## config.mk

```make
export PLATFORM = sky130hd
export DESIGN_NAME = smp_timebase
export DESIGN_NICKNAME = d
export VERILOG_FILES = /design/src/rtl/sbt_pkg.sv /design/src/rtl/sbt_tick_gen.sv /design/src/rtl/sbt_rate_div.sv /design/src/rtl/sbt_phase.sv /design/src/rtl/smp_timebase.sv
export SDC_FILE = /design/constraint.sdc
export NUM_CORES = 1
export LEC_CHECK = 0
export ABC_AREA = 1
export BUFFER_PORTS_ARGS = -buffer_cell sky130_fd_sc_hd__buf_2
export CORE_ASPECT_RATIO = 1.4
export CORE_MARGIN = 2
export CORE_UTILIZATION = 30
export CTS_BUF_LIST = sky130_fd_sc_hd__clkbuf_2
export DETAILED_ROUTE_END_ITERATION = 12
export PLACE_DENSITY = 0.48
export SYNTH_ARGS = -nofsm -noshare
export SYNTH_HDL_FRONTEND = slang
export SYNTH_HIERARCHICAL = 1
export SYNTH_SLANG_ARGS = --single-unit
```

## constraint.sdc

```tcl
create_clock -name clk_i -period 3.07 [get_ports clk_i]
set_input_delay 0.614 -clock clk_i [delete_from_list [all_inputs] [get_ports clk_i]]
set_output_delay 0.614 -clock clk_i [all_outputs]
set_load 0.02 [all_outputs]
```

## src/rtl/sbt_pkg.sv

```systemverilog
package sbt_pkg;

    typedef enum logic [1:0] {
        RSEL_FULL    = 2'b00,
        RSEL_HALF    = 2'b01,
        RSEL_QUARTER = 2'b10,
        RSEL_QALIAS  = 2'b11
    } rsel_e;

    // Ticks per sample interval for a rate code, given the ticks in the
    // fastest interval.
    function automatic int unsigned ticks_per_sample(input logic [1:0] rsel,
                                                     input int unsigned base_ticks);
        int unsigned mult;
        case (rsel_e'(rsel))
            RSEL_FULL:    mult = 1;
            RSEL_HALF:    mult = 2;
            RSEL_QUARTER: mult = 4;
            default:      mult = 4;
        endcase
        return base_ticks * mult;
    endfunction

endpackage

```

## src/rtl/sbt_tick_gen.sv

```systemverilog
module sbt_tick_gen #(
    parameter int CNT_W       = 8,
    parameter int TRIM_W      = 4,
    parameter int PRESET_BASE = 194
) (
    input  logic              clk_i,
    input  logic              rst_i,
    input  logic [TRIM_W-1:0] trim_i,
    output logic              tick_o,
    output logic              arm_o
);

    localparam int             MAX_PRESET = PRESET_BASE + (1 << TRIM_W) - 1;
    localparam logic [CNT_W-1:0] BASE_L   = CNT_W'(PRESET_BASE);
    localparam logic [CNT_W-1:0] ONE_L    = CNT_W'(1);

    generate
        if (MAX_PRESET >= (1 << CNT_W) || PRESET_BASE < 1) begin : g_bad_cfg
            $error("sbt_tick_gen: preset range does not fit the counter");
        end
    endgenerate

    typedef struct packed {
        logic [CNT_W-1:0] cnt;
    } tick_st_t;

    tick_st_t st_d, st_q;
    logic [CNT_W-1:0] reload_val;
    logic             is_arm;
    logic             is_last;

    always_comb begin
        st_d       = st_q;
        reload_val = BASE_L + CNT_W'(trim_i);
        // A zero count exists only right after reset: load without a tick.
        is_arm     = (st_q.cnt == '0);
        is_last    = (st_q.cnt == ONE_L);
        if (is_arm || is_last) begin
            st_d.cnt = reload_val;
        end else begin
            st_d.cnt = st_q.cnt - ONE_L;
        end
    end

    always_ff @(posedge clk_i) begin
        if (rst_i) begin
            st_q <= '0;
        end else begin
            st_q <= st_d;
        end
    end

    assign tick_o = is_last;
    assign arm_o  = is_arm;

endmodule

```

## src/rtl/sbt_rate_div.sv

```systemverilog
module sbt_rate_div
    import sbt_pkg::*;
#(
    parameter int TICKS_PER_BASE = 2,
    parameter int DIV_W          = 4
) (
    input  logic       clk_i,
    input  logic       rst_i,
    input  logic       arm_i,
    input  logic       tick_i,
    input  logic [1:0] rsel_i,
    output logic       done_o
);

    typedef struct packed {
        logic [DIV_W-1:0] div;
        logic [1:0]       rsel;
    } div_st_t;

    div_st_t st_d, st_q;
    logic [DIV_W-1:0] last_tick;
    logic             done;

    always_comb begin
        st_d      = st_q;
        last_tick = DIV_W'(ticks_per_sample(st_q.rsel, TICKS_PER_BASE) - 1);
        done      = tick_i && (st_q.div == last_tick);
        if (arm_i) begin
            st_d.div  = '0;
            st_d.rsel = rsel_i;
        end else if (done) begin
            st_d.div  = '0;
            st_d.rsel = rsel_i;
        end else if (tick_i) begin
            st_d.div  = st_q.div + DIV_W'(1);
        end
    end

    always_ff @(posedge clk_i) begin
        if (rst_i) begin
            st_q <= '0;
        end else begin
            st_q <= st_d;
        end
    end

    assign done_o = done;

endmodule

```

## src/rtl/sbt_phase.sv

```systemverilog
module sbt_phase #(
    parameter int PHASE_W = 6
) (
    input  logic               clk_i,
    input  logic               rst_i,
    input  logic               done_i,
    output logic               smp_o,
    output logic [PHASE_W-1:0] phase_o,
    output logic               cyc_o
);

    localparam logic [PHASE_W-1:0] LAST_IDX = '1;

    typedef struct packed {
        logic [PHASE_W-1:0] idx;
        logic [PHASE_W-1:0] phase;
        logic               smp;
        logic               cyc;
    } ph_st_t;

    ph_st_t st_d, st_q;

    always_comb begin
        st_d     = st_q;
        st_d.smp = 1'b0;
        st_d.cyc = 1'b0;
        if (done_i) begin
            st_d.smp   = 1'b1;
            st_d.phase = st_q.idx;
            st_d.cyc   = (st_q.idx == LAST_IDX);
            st_d.idx   = st_q.idx + PHASE_W'(1);
        end
    end

    always_ff @(posedge clk_i) begin
        if (rst_i) begin
            st_q <= '0;
        end else begin
            st_q <= st_d;
        end
    end

    assign smp_o   = st_q.smp;
    assign phase_o = st_q.phase;
    assign cyc_o   = st_q.cyc;

endmodule

```

## src/rtl/smp_timebase.sv

```systemverilog
module smp_timebase #(
    parameter int CNT_W          = 8,
    parameter int TRIM_W         = 4,
    parameter int PRESET_BASE    = 194,
    parameter int TICKS_PER_BASE = 2,
    parameter int PHASE_W        = 6
) (
    input  logic               clk_i,
    input  logic               rst_i,
    input  logic [TRIM_W-1:0]  trim_i,
    input  logic [1:0]         rsel_i,
    output logic               smp_stb_o,
    output logic [PHASE_W-1:0] phase_o,
    output logic               cyc_stb_o
);

    localparam int DIV_W = $clog2(4 * TICKS_PER_BASE) + 1;

    logic tick;
    logic arm;
    logic done;

    sbt_tick_gen #(
        .CNT_W      (CNT_W),
        .TRIM_W     (TRIM_W),
        .PRESET_BASE(PRESET_BASE)
    ) u_tick (
        .clk_i (clk_i),
        .rst_i (rst_i),
        .trim_i(trim_i),
        .tick_o(tick),
        .arm_o (arm)
    );

    sbt_rate_div #(
        .TICKS_PER_BASE(TICKS_PER_BASE),
        .DIV_W         (DIV_W)
    ) u_div (
        .clk_i (clk_i),
        .rst_i (rst_i),
        .arm_i (arm),
        .tick_i(tick),
        .rsel_i(rsel_i),
        .done_o(done)
    );

    sbt_phase #(
        .PHASE_W(PHASE_W)
    ) u_phase (
        .clk_i  (clk_i),
        .rst_i  (rst_i),
        .done_i (done),
        .smp_o  (smp_stb_o),
        .phase_o(phase_o),
        .cyc_o  (cyc_stb_o)
    );

endmodule

```

==> metrics.txt <==
Cell Chain, Critical Path inv_1 -> ha_1 -> nand2_2 -> nor2_4 -> nand3_4 -> nor2_2 -> nand2_2 -> inv_1 -> inv_1 -> nor4_2; share of post-route cells with drive strength above 1 0.213; warning count from the yosys run 6; row count 30; proportion of power drawn by combinational gates 0.440; switching power as a share of total power 0.408; post-synthesis xor/xnor area fraction 0.0301; buffer levels on the longest clock path 2; buffers inserted by post-CTS timing repair 0; Std-Cell Core Area 0.00477 mm²; antenna diode count 0; Port Buffers 15; total buffers and inverters traversed by the critical path 3; First DRT Iteration DRCs 31; total detailed-routing wirelength 2680 µm; Lkg Pwr 0.737 nW; count of endpoints failing setup in the final report 0; Avg Synthesized Cell Area 7.42 µm²; Placement Setup Slack 0.923 ns; CP most frequent cell inv_1; endpoint of the worst hold path u_div/st_q[0]; effective utilization at floorplan 0.305; worst slew margin relative to its limit 0.761; Least-Margin Pin Slew 0.358 ns; clock tree from TritonCTS yes; Synth Cell Area 0.00146 mm²; switching power 0.000514 W; synthesis-to-layout area growth 9.37%; Placed Instances 267; Synth area leaders dfxtp_1 (39%), nand2_1 (9.3%), nor2_1 (8.8%), ha_1 (5.2%), inv_1 (4.6%); status finished, final reports clean; antenna violations before repair 0; count of antenna-violating nets left after detailed routing 0; Syn Inst Count 196; share of the cycle needed by the critical path after routing 0.707; later-pin clock latency in the skew report 0.37 ns; crit-path leading delay family simple AND/OR/NAND/NOR gates; achievable frequency 461 MHz; Min-Delay Path Class in -> reg; total internal power 0.000745 W; average vias per placed instance 4.34; WP data required 3.39 ns; number of cells traversed by the worst hold path 3; first-pass iteration count of the detailed router 4; biggest cell delay along the critical path 0.37 ns; start point of the worst hold path rsel_i[0]; Root Driver clkbuf_2; relative contribution of sequential cells to total power 0.380; unrepaired setup endpoints after global routing no; share of Yosys cell area claimed by the top area cell type 0.385; maxcap violations 0; final max-slew violation count 0; category of the most critical setup path reg -> reg; first-pass GRT wire length 4750 µm; portion of the post-synthesis area used by sequential elements 0.385; final weighted congestion in routability-driven placement 0.741; Post-Synth Simple-Gate Area 0.347; fraction of power consumed by the clock network 0.180; worst setup slack for register-to-register paths 0.90 ns; die outline area 0.00543 mm²; total power per unit cell area 791 mW/mm²; total congestion overflow 0; final hold violation count 0; Clock transition at path regs 0.28 ns; Post-CTS Resized 0; share of synthesized area spent on multiplexers 0; kind of start point of the critical path register; number of different library cells in the post-synthesis netlist 24; Worst Skew 0.0110 ns; maximum vdd ir drop 373 µV; Detailed Place HPWL 2040 µm; sinks on the clock net 28; detailed-route wire length per cell 9.87 µm; number of levels in the clock H-tree 1; slowest stage cell on the critical path dfxtp_1; depth of the most critical reg-to-reg path 10; Worst Path Max Fanout 13; min Tclk post-route 2.17 ns; number of buffers added to fix hold violations after cts 0; share of the synthesized area in compound gates (AO/OA/AOI/OAI) 0.0860; via count of the routed design 1177; number of fillers in the final layout 547; pin count of the biggest net entering global routing 17; IO Count 16; RR Endpoint u_phase/cyc_o; category of the worst setup path capture point register; reg-to-reg critical path startpoint u_tick/st_q[1]; Mapped Nets 210; number of global-route vias before repair 1104; number of nets in the layout 222; TritonCTS Buffers 3; number of remaining DRC errors 0; cell type with the highest aggregate area in the netlist dfxtp_1; DIE HEIGHT 86.4 µm; register bit count reported by yosys 28; Setup TNS 0 ns; critical path arrival 2.49 ns; All-Layer GR Usage 0.109; Die Span X 62.9 µm; final worst slack 0.901 ns; main combinational cell family by area after synthesis simple AND/OR/NAND/NOR gates; adder-cell share of the synthesized area 0.0516; Final Instance Count excl. Fillers 271
power groups by stage:
stage | Sequential [W] | Clock, W | Combinational, W
2_1_floorplan | 0.000477 | 0 | 0.000484
3_3_place_gp | 0.000489 | 0 | 0.000568
3_5_place_dp | 0.000486 | 0 | 0.000563
4_1_cts | 0.000480 | 0.000239 | 0.000565
5_1_grt | 0.000490 | 0.000251 | 0.000636
6_report | 0.000479 | 0.000226 | 0.000554
per-stage QoR:
stage / power (W) / hold slack (ns) / cell area (µm²) / util
6_report: 0.00126 / 0.447 / 1590 / 0.334
5_1_grt: 0.00138 / 0.408 / 1590 / 0.334
4_1_cts: 0.00128 / 0.413 / 1590 / 0.334
3_5_place_dp: 0.00105 / 0.465 / 1550 / 0.324
3_3_place_gp: 0.00106 / 0.464 / 1550 / 0.324
2_1_floorplan: 0.000961 / 0.435 / 1460 / -
flip-flops by register name, summed over array words and instances, names as in the netlist:
| register | count |
|---|---|
| u_phase/cyc_o | 1 |
| u_phase/smp_o | 1 |
| u_phase/phase_o | 6 |
| u_tick/st_q | 8 |
| u_phase/st_q | 6 |
| u_div/st_q | 6 |
cells in the mapped netlist:
| cell | n |
|---|---|
| inv_1 | 18 |
| o21ai_0 | 10 |
| dfxtp_1 | 28 |
| nor2_4 | 4 |
| nor4_2 | 1 |
| nand3_2 | 1 |
| a21oi_1 | 10 |
| nor3_1 | 1 |
| nand2_4 | 1 |
| nor2_2 | 6 |
| xor2_1 | 2 |
| ha_1 | 6 |
| nor2_1 | 34 |
| buf_4 | 7 |
| nand3_1 | 13 |
| xnor2_1 | 3 |
| o211ai_1 | 1 |
| a21oi_2 | 2 |
| buf_6 | 1 |
| nand2_1 | 36 |
| nand3_4 | 1 |
| nand2_2 | 5 |
| nand4_1 | 1 |
| inv_2 | 4 |
layout by cell type (no fill, tap or decap), types with 6 or more instances in the layout:
cell	n
a21oi_1	10
buf_2	15
dfxtp_1	28
ha_1	6
inv_1	18
nand2_1	36
nand3_1	13
nor2_1	34
nor2_2	6
o21ai_0	10
final cells by class:
type | count | area (µm²) | share of cell area
Clock buffer | 3 | 15.0 | 0.00943
Tap cell | 64 | 80.1 | 0.0503
Timing Repair Buffer | 15 | 75.1 | 0.0472
Inverter | 22 | 82.6 | 0.0519
Multi-Input combinational cell | 138 | 748 | 0.470
Clock inverter | 1 | 30.0 | 0.0189
Sequential cell | 28 | 561 | 0.352
per-layer routing:
metal	GRT usage	vias up	wire length [µm]
li1	-	630	-
met1	0.123	529	1190
met2	0.200	14	1370
met3	0.0169	4	81
met4	0.0485	0	40
met5	0	-	0
kinds of logic after synthesis:
kind of cell    after synthesis
fa+ha+maj                     6
xor+xnor                      5
flops                        28
compound gates               23
simple gates                104
buf+inv                      30
tightest hold or removal path, cell delays in order:
cell and delay (ns):
buf_2 0.08, a21oi_1 0.03, nor2_1 0.08
how the worst max path moves through the flow:
stage                        start  slack (ns)                to  depth (start not counted)
global placement    u_tick/st_q[1]        0.94     u_phase/cyc_o                         10
detailed placement  u_tick/st_q[1]        0.92     u_phase/cyc_o                         10
floorplan           u_tick/st_q[1]        1.33  u_phase/st_q[13]                         14
finish              u_tick/st_q[1]        0.90     u_phase/cyc_o                         10
global route        u_tick/st_q[1]        0.64     u_phase/cyc_o                         10
CTS                 u_tick/st_q[1]        0.86     u_phase/cyc_o                         10
No activity file was read; power rests on OpenSTA's default activity.
